$ cat config.mk
export PLATFORM = sky130hd
export DESIGN_NAME = intr_dispatch_ctrl
export DESIGN_NICKNAME = d
export VERILOG_FILES = /design/src/rtl/idc_pkg.sv /design/src/rtl/idc_decode.sv /design/src/rtl/idc_regs.sv /design/src/rtl/idc_fsm.sv /design/src/rtl/intr_dispatch_ctrl.sv
export SDC_FILE = /design/constraint.sdc
export NUM_CORES = 1
export LEC_CHECK = 0
export CORE_MARGIN = 1.5
export CORE_UTILIZATION = 30
export DETAILED_ROUTE_END_ITERATION = 10
export GPL_TIMING_DRIVEN = 0
export PLACE_DENSITY = 0.55
export SLEW_MARGIN = 10
export SYNTH_ARGS = -nofsm -noshare
export SYNTH_HDL_FRONTEND = slang
export SYNTH_SLANG_ARGS = --single-unit
$ cat constraint.sdc
create_clock -name clk -period 4 [get_ports clk]
set_clock_uncertainty 0.15 [all_clocks]
set_input_delay 0.4 -clock clk [delete_from_list [all_inputs] [get_ports clk]]
set_output_delay 0.4 -clock clk [all_outputs]
set_load 0.02 [all_outputs]
$ cat src/rtl/idc_pkg.sv
package idc_pkg;
    localparam logic [7:0]  ASI_OUT      = 8'h77;
    localparam logic [7:0]  ASI_STAT     = 8'h48;
    localparam logic [13:0] VA_TRIGGER   = 14'h0070;
    localparam logic [63:0] VA_DATA_BASE = 64'h40;
    localparam logic [63:0] VA_DATA_STEP = 64'h10;

    typedef enum logic [2:0] {
        ACC_NONE,
        ACC_DATA_RD,
        ACC_DATA_WR,
        ACC_LAUNCH,
        ACC_STATUS_RD,
        ACC_TRAP_PRIV,
        ACC_TRAP_DAX
    } acc_kind_e;

    typedef enum logic {
        S_IDLE,
        S_WAIT
    } dsp_state_e;
endpackage

$ cat src/rtl/idc_decode.sv
module idc_decode
    import idc_pkg::*;
#(
    parameter int NUM_WORDS = 3,
    parameter int ID_W      = 5,
    localparam int IDX_W    = (NUM_WORDS > 1) ? $clog2(NUM_WORDS) : 1
) (
    input  logic             valid,
    input  logic             write,
    input  logic             priv,
    input  logic [7:0]       asi,
    input  logic [63:0]      va,
    output acc_kind_e        kind,
    output logic [IDX_W-1:0] word_idx,
    output logic [ID_W-1:0]  target
);
    logic [NUM_WORDS-1:0] hit;
    logic                 trig_hit;

    for (genvar i = 0; i < NUM_WORDS; i++) begin : g_hit
        assign hit[i] = (va == VA_DATA_BASE + VA_DATA_STEP * 64'(i));
    end

    assign trig_hit = (va[13:0] == VA_TRIGGER) && (va[63:14+ID_W] == '0);
    assign target   = va[14 +: ID_W];

    always_comb begin
        word_idx = '0;
        for (int i = 0; i < NUM_WORDS; i++) begin
            if (hit[i]) word_idx = IDX_W'(i);
        end
    end

    always_comb begin
        kind = ACC_NONE;
        if (valid && (asi == ASI_OUT || asi == ASI_STAT)) begin
            if (!priv) begin
                kind = ACC_TRAP_PRIV;
            end else if (asi == ASI_OUT) begin
                if (|hit)          kind = write ? ACC_DATA_WR : ACC_DATA_RD;
                else if (trig_hit) kind = write ? ACC_LAUNCH  : ACC_TRAP_DAX;
                else               kind = ACC_TRAP_DAX;
            end else begin
                kind = (va == '0 && !write) ? ACC_STATUS_RD : ACC_TRAP_DAX;
            end
        end
    end
endmodule

$ cat src/rtl/idc_regs.sv
module idc_regs #(
    parameter int NUM_WORDS = 3,
    parameter int DATA_W    = 64,
    localparam int IDX_W    = (NUM_WORDS > 1) ? $clog2(NUM_WORDS) : 1
) (
    input  logic                             clk,
    input  logic                             rst_n,
    input  logic                             wr_en,
    input  logic [IDX_W-1:0]                 wr_idx,
    input  logic [DATA_W-1:0]                wdata,
    output logic [NUM_WORDS-1:0][DATA_W-1:0] words
);
    for (genvar i = 0; i < NUM_WORDS; i++) begin : g_word
        always_ff @(posedge clk) begin
            if (!rst_n)                                 words[i] <= '0;
            else if (wr_en && wr_idx == IDX_W'(i))      words[i] <= wdata;
        end
    end
endmodule

$ cat src/rtl/idc_fsm.sv
module idc_fsm
    import idc_pkg::*;
#(
    parameter int NUM_WORDS = 3,
    parameter int DATA_W    = 64,
    parameter int ID_W      = 5
) (
    input  logic                             clk,
    input  logic                             rst_n,
    input  logic                             launch,
    input  logic [ID_W-1:0]                  launch_target,
    input  logic [NUM_WORDS-1:0][DATA_W-1:0] words,
    input  logic                             rsp_valid,
    input  logic                             rsp_nack,
    output logic                             busy,
    output logic                             nack,
    output logic                             req_valid,
    output logic [ID_W-1:0]                  req_target,
    output logic [NUM_WORDS-1:0][DATA_W-1:0] req_words
);
    dsp_state_e state, state_nx;

    always_comb begin
        state_nx = state;
        unique case (state)
            S_IDLE: if (launch)    state_nx = S_WAIT;
            S_WAIT: if (rsp_valid) state_nx = S_IDLE;
            default:               state_nx = S_IDLE;
        endcase
    end

    always_ff @(posedge clk) begin
        if (!rst_n) state <= S_IDLE;
        else        state <= state_nx;
    end

    always_ff @(posedge clk) begin
        if (!rst_n) begin
            nack       <= 1'b0;
            req_target <= '0;
            req_words  <= '0;
        end else begin
            unique case (state)
                S_IDLE: if (launch) begin
                    nack       <= 1'b0;
                    req_target <= launch_target;
                    req_words  <= words;
                end
                S_WAIT: if (rsp_valid) nack <= rsp_nack;
                default: ;
            endcase
        end
    end

    assign busy      = (state == S_WAIT);
    assign req_valid = busy;

    a_r3_launch_latches: assert property (@(posedge clk) disable iff (!rst_n)
        (!busy && launch) |=> (busy && !nack && req_target == $past(launch_target)));
    a_r5_request_held: assert property (@(posedge clk) disable iff (!rst_n)
        (req_valid && !rsp_valid) |=> (req_valid && $stable(req_target) && $stable(req_words)));
    a_r6_nack_recorded: assert property (@(posedge clk) disable iff (!rst_n)
        (busy && rsp_valid) |=> (!busy && nack == $past(rsp_nack)));
    a_r8_busy_launch_dropped: assert property (@(posedge clk) disable iff (!rst_n)
        (busy && launch && !rsp_valid) |=> (busy && $stable(req_target) && $stable(nack)));
endmodule

$ cat src/rtl/intr_dispatch_ctrl.sv
module intr_dispatch_ctrl
    import idc_pkg::*;
#(
    parameter int NUM_WORDS = 3,
    parameter int DATA_W    = 64,
    parameter int ID_W      = 5,
    localparam int IDX_W    = (NUM_WORDS > 1) ? $clog2(NUM_WORDS) : 1
) (
    input  logic                        clk,
    input  logic                        rst_n,
    input  logic                        acc_valid,
    input  logic                        acc_write,
    input  logic                        acc_priv,
    input  logic [7:0]                  acc_asi,
    input  logic [63:0]                 acc_va,
    input  logic [DATA_W-1:0]           acc_wdata,
    output logic                        rd_valid,
    output logic [DATA_W-1:0]           rd_data,
    output logic                        trap_priv,
    output logic                        trap_dax,
    output logic                        req_valid,
    output logic [ID_W-1:0]             req_target,
    output logic [NUM_WORDS*DATA_W-1:0] req_data,
    input  logic                        rsp_valid,
    input  logic                        rsp_nack
);
    acc_kind_e                        kind;
    logic [IDX_W-1:0]                 word_idx;
    logic [ID_W-1:0]                  target;
    logic [NUM_WORDS-1:0][DATA_W-1:0] words;
    logic [NUM_WORDS-1:0][DATA_W-1:0] req_words;
    logic                             busy, nack;
    logic [DATA_W-1:0]                rd_mux;

    idc_decode #(.NUM_WORDS(NUM_WORDS), .ID_W(ID_W)) u_dec (
        .valid(acc_valid), .write(acc_write), .priv(acc_priv),
        .asi(acc_asi), .va(acc_va),
        .kind(kind), .word_idx(word_idx), .target(target)
    );

    idc_regs #(.NUM_WORDS(NUM_WORDS), .DATA_W(DATA_W)) u_regs (
        .clk(clk), .rst_n(rst_n),
        .wr_en(kind == ACC_DATA_WR), .wr_idx(word_idx), .wdata(acc_wdata),
        .words(words)
    );

    idc_fsm #(.NUM_WORDS(NUM_WORDS), .DATA_W(DATA_W), .ID_W(ID_W)) u_fsm (
        .clk(clk), .rst_n(rst_n),
        .launch(kind == ACC_LAUNCH), .launch_target(target), .words(words),
        .rsp_valid(rsp_valid), .rsp_nack(rsp_nack),
        .busy(busy), .nack(nack), .req_valid(req_valid),
        .req_target(req_target), .req_words(req_words)
    );

    assign req_data = req_words;

    always_comb begin
        rd_mux = '0;
        if (kind == ACC_DATA_RD && 32'(word_idx) < NUM_WORDS) rd_mux = words[word_idx];
        else if (kind == ACC_STATUS_RD) rd_mux = DATA_W'({nack, busy});
    end

    always_ff @(posedge clk) begin
        if (!rst_n) begin
            rd_valid  <= 1'b0;
            rd_data   <= '0;
            trap_priv <= 1'b0;
            trap_dax  <= 1'b0;
        end else begin
            rd_valid  <= (kind == ACC_DATA_RD) || (kind == ACC_STATUS_RD);
            rd_data   <= rd_mux;
            trap_priv <= (kind == ACC_TRAP_PRIV);
            trap_dax  <= (kind == ACC_TRAP_DAX);
        end
    end

    a_r12_single_outcome: assert property (@(posedge clk) disable iff (!rst_n)
        $countones({rd_valid, trap_priv, trap_dax}) <= 1);
    a_r4_status_reserved_zero: assert property (@(posedge clk) disable iff (!rst_n)
        (kind == ACC_STATUS_RD) |=> (rd_valid && rd_data[DATA_W-1:2] == '0));
    a_r10_priv_trap_no_launch: assert property (@(posedge clk) disable iff (!rst_n)
        (kind == ACC_TRAP_PRIV && !busy) |=> !req_valid);
endmodule

Word-level counts from Yosys, hierarchy flattened
Cells that the tools add are included.

Register bits: 458. Input bits: 143. Output and inout port bits: 265. Word-level logic and storage cells: 68.

$lt $le $gt $ge: 2. Equality and inequality tests: 16. Mux-type cells: 20. Bitwise gates (word level): 1. Reductions and logical operators: 16.

Operators by type and width (count): equality test 64 x 7 -> 1 bit (second input constant) (3); binary-select mux 64 bit (select 2 bit) (1); two-way mux 64 bit (2); zero test 64 bit (1); zero test 45 bit (1); two-way mux 3 bit (6); equality test 8 x 7 -> 1 bit (second input constant) (2); equality test 14 x 7 -> 1 bit (second input constant) (1); equality test 3 bit (second input constant) (3); two-way mux 2 bit (4); logical AND 1 bit (7); equality test 3 x 2 -> 1 bit (second input constant) (2); two-way mux 1 bit (5); case mux 1 bit (2 select lines) (2); AND reduction 2 bit (2); equality test 3 x 1 -> 1 bit (second input constant) (1); < comparator 2 x 3 -> 1 bit (second input constant) (1); OR reduction 3 bit (1); equality test 2 x 1 -> 1 bit (second input constant) (1); equality test 2 bit (second input constant) (1); zero test 2 bit (1); logical OR 1 bit (2); < comparator 2 bit (second input constant) (1); inequality test 2 x 1 -> 1 bit (second input constant) (1); 3 further kinds (3).

Logic depth before layout (Yosys ltp)
Word-level depth: 10. Mapped depth: 10. Mapped depth without buffers: 6.

Modules after synthesis
Synthesis repeated with hierarchy kept, for this count alone.

Cells, all modules: 1977. Area total of the unflattened synthesis: 18505.2 um^2.

By module, submodules not included: idc_fsm (instances 1, cells an instance 865, area an instance 7463.4 um^2, sequential area each 3983.8 um^2); idc_regs (instances 1, cells an instance 692, area an instance 7174.4 um^2, sequential area each 3843.7 um^2); intr_dispatch_ctrl (instances 1, cells an instance 364, area an instance 3477.1 um^2, sequential area each 1341.3 um^2); idc_decode (instances 1, cells an instance 56, area an instance 390.4 um^2, sequential area each 0.0 um^2).

Worst setup path before layout
Ideal clock, no wire load.

Path type: in2reg. Start point: input port acc_va[5]. End point: register rd_data[10]. Arrival time: 2584 ps. Required time: 3771 ps. Path slack: 1186 ps. Cell stages on the path: 9. Path buffers: 3. Path through: clkbuf_1 > and2_1 > or4_1 > a2111oi_2 > nand2_2 > or3_1 > buf_2 > buf_6 > a211oi_2.

Cells in the longest elaborated chain, start to end: 10.

RTL lines: start, declared (RTL line intr_dispatch_ctrl.sv:15) `input logic [63:0] acc_va,`; parallel branches: the longest is 9 deep, another holds equality test 64 x 7 -> 1 bit; two-way mux 64 bit (*) (RTL line intr_dispatch_ctrl.sv:59) `if (kind == ACC_DATA_RD && 32'(word_idx) < NUM_WORDS) rd_mux = words[word_idx];`; end signal, assigned (RTL line intr_dispatch_ctrl.sv:71) `rd_data <= rd_mux;`; end, declared (RTL line intr_dispatch_ctrl.sv:18) `output logic [DATA_W-1:0] rd_data,`.

Mark *: on every way between the ends. The select of a mux whose other input is x is not followed. A chain may end at the register's enable or synchronous reset.

Worst setup path in the final report
Start point: input port acc_asi[2]. End point: register u_fsm.req_words[66] (netlist bit).

Cells in the longest elaborated chain, start to end: 6.

RTL lines: start, declared (RTL line intr_dispatch_ctrl.sv:14) `input logic [7:0] acc_asi,`; equality test 8 x 7 -> 1 bit, on equally long branches (RTL line idc_decode.sv:36, idc_decode.sv:39); two-way mux 3 bit or logical OR 1 bit (tied branches) (RTL line idc_decode.sv:39, idc_decode.sv:36); two-way mux 3 bit or logical AND 1 bit (tied branches) (RTL line idc_decode.sv:37, idc_decode.sv:36); two-way mux 3 bit (*) (RTL line idc_decode.sv:36) `if (valid && (asi == ASI_OUT || asi == ASI_STAT)) begin`; equality test 3 x 2 -> 1 bit (*) (RTL line intr_dispatch_ctrl.sv:49) `.launch(kind == ACC_LAUNCH), .launch_target(target), .words(words),`; AND reduction 2 bit (no source line) (*); end signal, assigned (RTL line idc_fsm.sv:47) `req_words <= words;`; end, declared (RTL line idc_fsm.sv:19) `output logic [NUM_WORDS-1:0][DATA_W-1:0] req_words`.

Mark *: on every way between the ends. The rest lies on a longest branch, timed or not.

==> summary by stage <==
Placement
The instance count after placement with tap cells included is 3,386. During placement, the flow inserted port buffers numbering 404. Prior to clock tree synthesis, the placed netlist has a worst setup slack of -0.781 ns. The wire-length estimate of the detail-placed layout is 57.7 mm.

The global placement routability congestion is 0.954.

Detailed routing
The wire length after detailed routing is 77.2 mm. For this run, design rule violations remaining after detail routing come to 0. The number of DRC markers in iteration 0 is approximately 1,500.

The first detailed-routing pass ran for 8 iterations. Detailed routing inserted a total of 18,100 vias. The number of antenna-violating nets in the routed design is 0. The post-detailed-route via-to-cell ratio is between 5 and 6.

After detailed routing, the average wire length per cell comes to between 20 and 25 um.

Timing
Once routing completed, OpenROAD measured the worst setup slack at ~0.20 ns. The time the final worst path needs with I/O delays and setup is 3.80 ns. The number of hold violations in the final report is 0. The number of setup violations in the final report is 0. Derived from the worst setup path, the maximum achievable clock frequency is approximately 260 MHz. The number of pins exceeding their max-slew limit in the final report is 0. The actual transition at the worst max-transition pin is 1.28 ns. Of the available clock period, the critical path in the final layout requires 94.9%. The worst hold slack across all endpoints is slightly above 0.1 ns. Setup repair after global routing left no endpoint under its margin.

Setup total negative slack on the finished layout was measured at 0 ns. In this run the tightest slew margin relative to its limit is around 15%.

Setup path
The data arrival time of the critical path is 4.12 ns. In this design, the critical path's most frequently occurring cell is sky130_fd_sc_hd__clkbuf_1. The maximum fanout along the worst path is 10. The first element of the critical path is acc_asi[2]. The startpoint of the most critical register-to-register path is u_fsm.busy.

The slowest stage of the critical path is the sky130_fd_sc_hd__clkbuf_1 cell. At the worst endpoint, the required time is 4.33 ns. The worst setup path is of the input pin to flop kind. On the critical path the largest part of the delay comes from buffers and inverters. The critical path goes through clkdlybuf4s50_1 -> nand4b_1 -> or4_1 -> a2111oi_2 -> nand2_2 -> clkbuf_1 -> clkbuf_1 -> nand3_1 -> a21boi_1. The worst setup path is launched from an input pin. On the worst path, the slowest cell contributes a delay of 0.64 ns. STA classifies the critical path endpoint as a flop. The number of buffers and inverters on the critical path is 3. The register-to-register path setup slack is 1.15 ns.

Synth
The number of nets in the synthesized netlist is 2,286. The proportion of synthesized chip area in sequential cells is around 49%. Yosys mapped a number of flops with a built-in enable equal to 0. Yosys attributes the largest share of cell area to sky130_fd_sc_hd__dfxtp_1 (49%), sky130_fd_sc_hd__a21boi_0 (9.1%), sky130_fd_sc_hd__nand2_1 (8.0%). Yosys printed 0 warnings. The mean instance size in the synthesized netlist is 8.73 um2. Synthesis inferred 458 register bits. The largest total area in the synthesized netlist belongs to sky130_fd_sc_hd__dfxtp_1.

In the synthesized netlist, the cells that appear most often are sky130_fd_sc_hd__dfxtp_1 (458), sky130_fd_sc_hd__nand2_1 (398), sky130_fd_sc_hd__a21boi_0 (228). The post-synthesis cell area is 0.0187 mm2. The most used flip-flop cell after synthesis is sky130_fd_sc_hd__dfxtp_1. The number of unique standard cell types used by synthesis is 48. The share of synthesized registers carrying an async set or reset is 0%. The area share of the leading cell type in the synthesized netlist is 49.0%. Among all cell types in the netlist, the one instantiated most often is sky130_fd_sc_hd__dfxtp_1. The number of standard cells after synthesis is 2,143.

Floorplanning
The total I/O pin count is 408. The floorplan die area is 0.0639 mm2. The number of standard-cell rows in the floorplan is 91. The initial utilization of the core area, before any placement, comes to 30.3%. The chip width is 253 um. The core area is 0.0617 mm2.

The die is approximately 250 um tall.

Global route
Entering global routing, the biggest net connects 14 pins. The overall overflow remaining after global route is 0. The global-route wire length before repair is 113 mm.

The number of antenna violations at the first check in global routing is 5. The total global routing track utilization is 23.5%. The via count of the first global-routing pass came to 17,600.

Clock tree
Clock-pin slew was measured on the worst setup and hold paths at 0.06 ns. For this design, the CTS-stage hold fixing added 0 buffers. The total clock buffers created by CTS is between 50 and 60. The CTS tree is built.

The CTS sink count is between 400 and 500. The maximum clock insertion buffer count is 3. The clock reaches the later pin of the worst-skew pair after 0.59 ns. The H-tree generated during clock tree synthesis spans 2 levels. The tree is rooted in a sky130_fd_sc_hd__clkbuf_16.

Status
The flow ran to the end, and the final reports show no timing, DRC or antenna violations.

Cells and area
The finished layout holds 3,484 standard cells, fillers aside. The sequential cells in the finished layout cover a total of 0.00917 mm2. The proportion of layout cells with a drive suffix above 1 is 7.30%. In the final layout, the multi-input gates occupy 0.00867 mm2.

At the end of the flow, the number of nets in the layout was 2,748. Counting the fill cells in the layout gives 6,230. Compared with the post-synthesis result, the final layout area differs by 36.8%.

Hold path
The class of the worst hold path is input pin to flop. The hold path startpoint is rst_n.

Power
The analysis attributes to cell leakage a power of approximately 8 nW. The maximum resistive drop on vdd is 0.000259 V. The power density over cell area is 382 mW/mm2.

Flow run
Across the run, the number of max-cap violations was 0.
## cell type report
| cell class | count | share of cell area (%) |
|---|---|---|
| multi-input combinational | 1469 | 33.9 |
| inverter | 5 | 0.0733 |
| clock inverter | 16 | 0.738 |
| clock buffer | 76 | 5.95 |
| tap | 837 | 4.09 |
| sequential | 458 | 35.8 |
| antenna | 3 | 0.0293 |
| timing repair buffer | 409 | 16.0 |
| buffer | 211 | 3.43 |
## registers in the layout, indices dropped and copies added (netlist names)
name              flops
rd_data              64
rd_valid              1
trap_dax              1
trap_priv             1
u_fsm.busy            1
u_fsm.nack            1
u_fsm.req_target      5
u_fsm.req_words     192
u_regs.words        192
## report_power, final
group / total (mW) / internal (mW) / switching [mW]
registers: 4.56 / 4.56 / 0.00000822
clock network: 4.80 / 2.88 / 1.93
logic: 0.414 / 0.207 / 0.207
total: 9.78 / 7.65 / 2.13
## worst paths after layout
| kind | endpoint | cells past startpoint |
|---|---|---|
| min | trap_dax | 3 |
| max reg2reg | u_fsm.req_words[66] | 8 |
| max | u_fsm.req_words[66] | 9 |
| min reg2reg | u_fsm.req_words[97] | 2 |
## logic make-up after synthesis
kind of cell | Yosys count | synth area share, %
simple gates | 676 | 16.1
compound gates | 793 | 30.2
buf+inv | 216 | 4.76
flops | 458 | 49.0
## cells in the final DEF, fill, tap and decap left out, types with 3 or more instances in the layout
cell type | Yosys | routed
sky130_fd_sc_hd__diode_2 | 0 | 3
sky130_fd_sc_hd__clkdlybuf4s50_1 | 0 | 404
sky130_fd_sc_hd__buf_6 | 6 | 7
sky130_fd_sc_hd__clkinv_2 | 0 | 9
sky130_fd_sc_hd__o211a_1 | 3 | 3
sky130_fd_sc_hd__nor2b_1 | 3 | 3
sky130_fd_sc_hd__clkbuf_1 | 172 | 182
sky130_fd_sc_hd__inv_1 | 4 | 4
sky130_fd_sc_hd__buf_4 | 0 | 3
sky130_fd_sc_hd__dfxtp_1 | 458 | 458
sky130_fd_sc_hd__a211oi_2 | 60 | 60
sky130_fd_sc_hd__bufinv_16 | 0 | 4
sky130_fd_sc_hd__nand2_1 | 398 | 398
sky130_fd_sc_hd__a21boi_1 | 161 | 161
sky130_fd_sc_hd__buf_1 | 5 | 5
sky130_fd_sc_hd__clkbuf_16 | 0 | 53
sky130_fd_sc_hd__clkbuf_8 | 0 | 11
sky130_fd_sc_hd__nand4_1 | 5 | 5
sky130_fd_sc_hd__o21ai_0 | 198 | 198
sky130_fd_sc_hd__clkbuf_2 | 5 | 7
sky130_fd_sc_hd__nand3_1 | 204 | 204
sky130_fd_sc_hd__o22ai_1 | 125 | 125
sky130_fd_sc_hd__nor4_1 | 23 | 23
sky130_fd_sc_hd__or4_1 | 3 | 3
sky130_fd_sc_hd__or3_1 | 7 | 7
sky130_fd_sc_hd__buf_2 | 23 | 22
sky130_fd_sc_hd__nand3b_1 | 3 | 3
sky130_fd_sc_hd__nor2_1 | 5 | 5
sky130_fd_sc_hd__a21boi_0 | 228 | 228
sky130_fd_sc_hd__nor3_1 | 7 | 7
## through the flow
stage	utilization (%)	area [um2]	total power, mW
after floorplan	-	18700	4.81
after global placement	38.6	23800	5.07
after detailed placement	38.6	23800	5.07
after CTS	41.5	25600	9.85
after global routing	41.5	25600	10.1
final	41.5	25600	9.78
## routing by layer
metal,wire (um),vias to the layer above,GRT usage [%]
met2,36600,643,39.7
li1,-,8571,-
met5,26,-,0
met4,2520,4,8.38
met3,4200,135,3.21
met1,33800,8780,30.7
## repair_timing
action / in CTS / in global routing
gates resized for setup: 1 / 5
gates cloned: 0 / 0
setup buffers: 3 / 0
pin swaps: 1 / 0
setup endpoints to repair: 11 / 29
## worst min-delay path: cells and delay by family
| kind | cells | cell delay (ns) |
|---|---|---|
| buffers and inverters | 1 | 0.21 |
| AND/OR/NAND/NOR | 2 | 0.19 |
No activity file was read; power rests on OpenSTA's default activity.
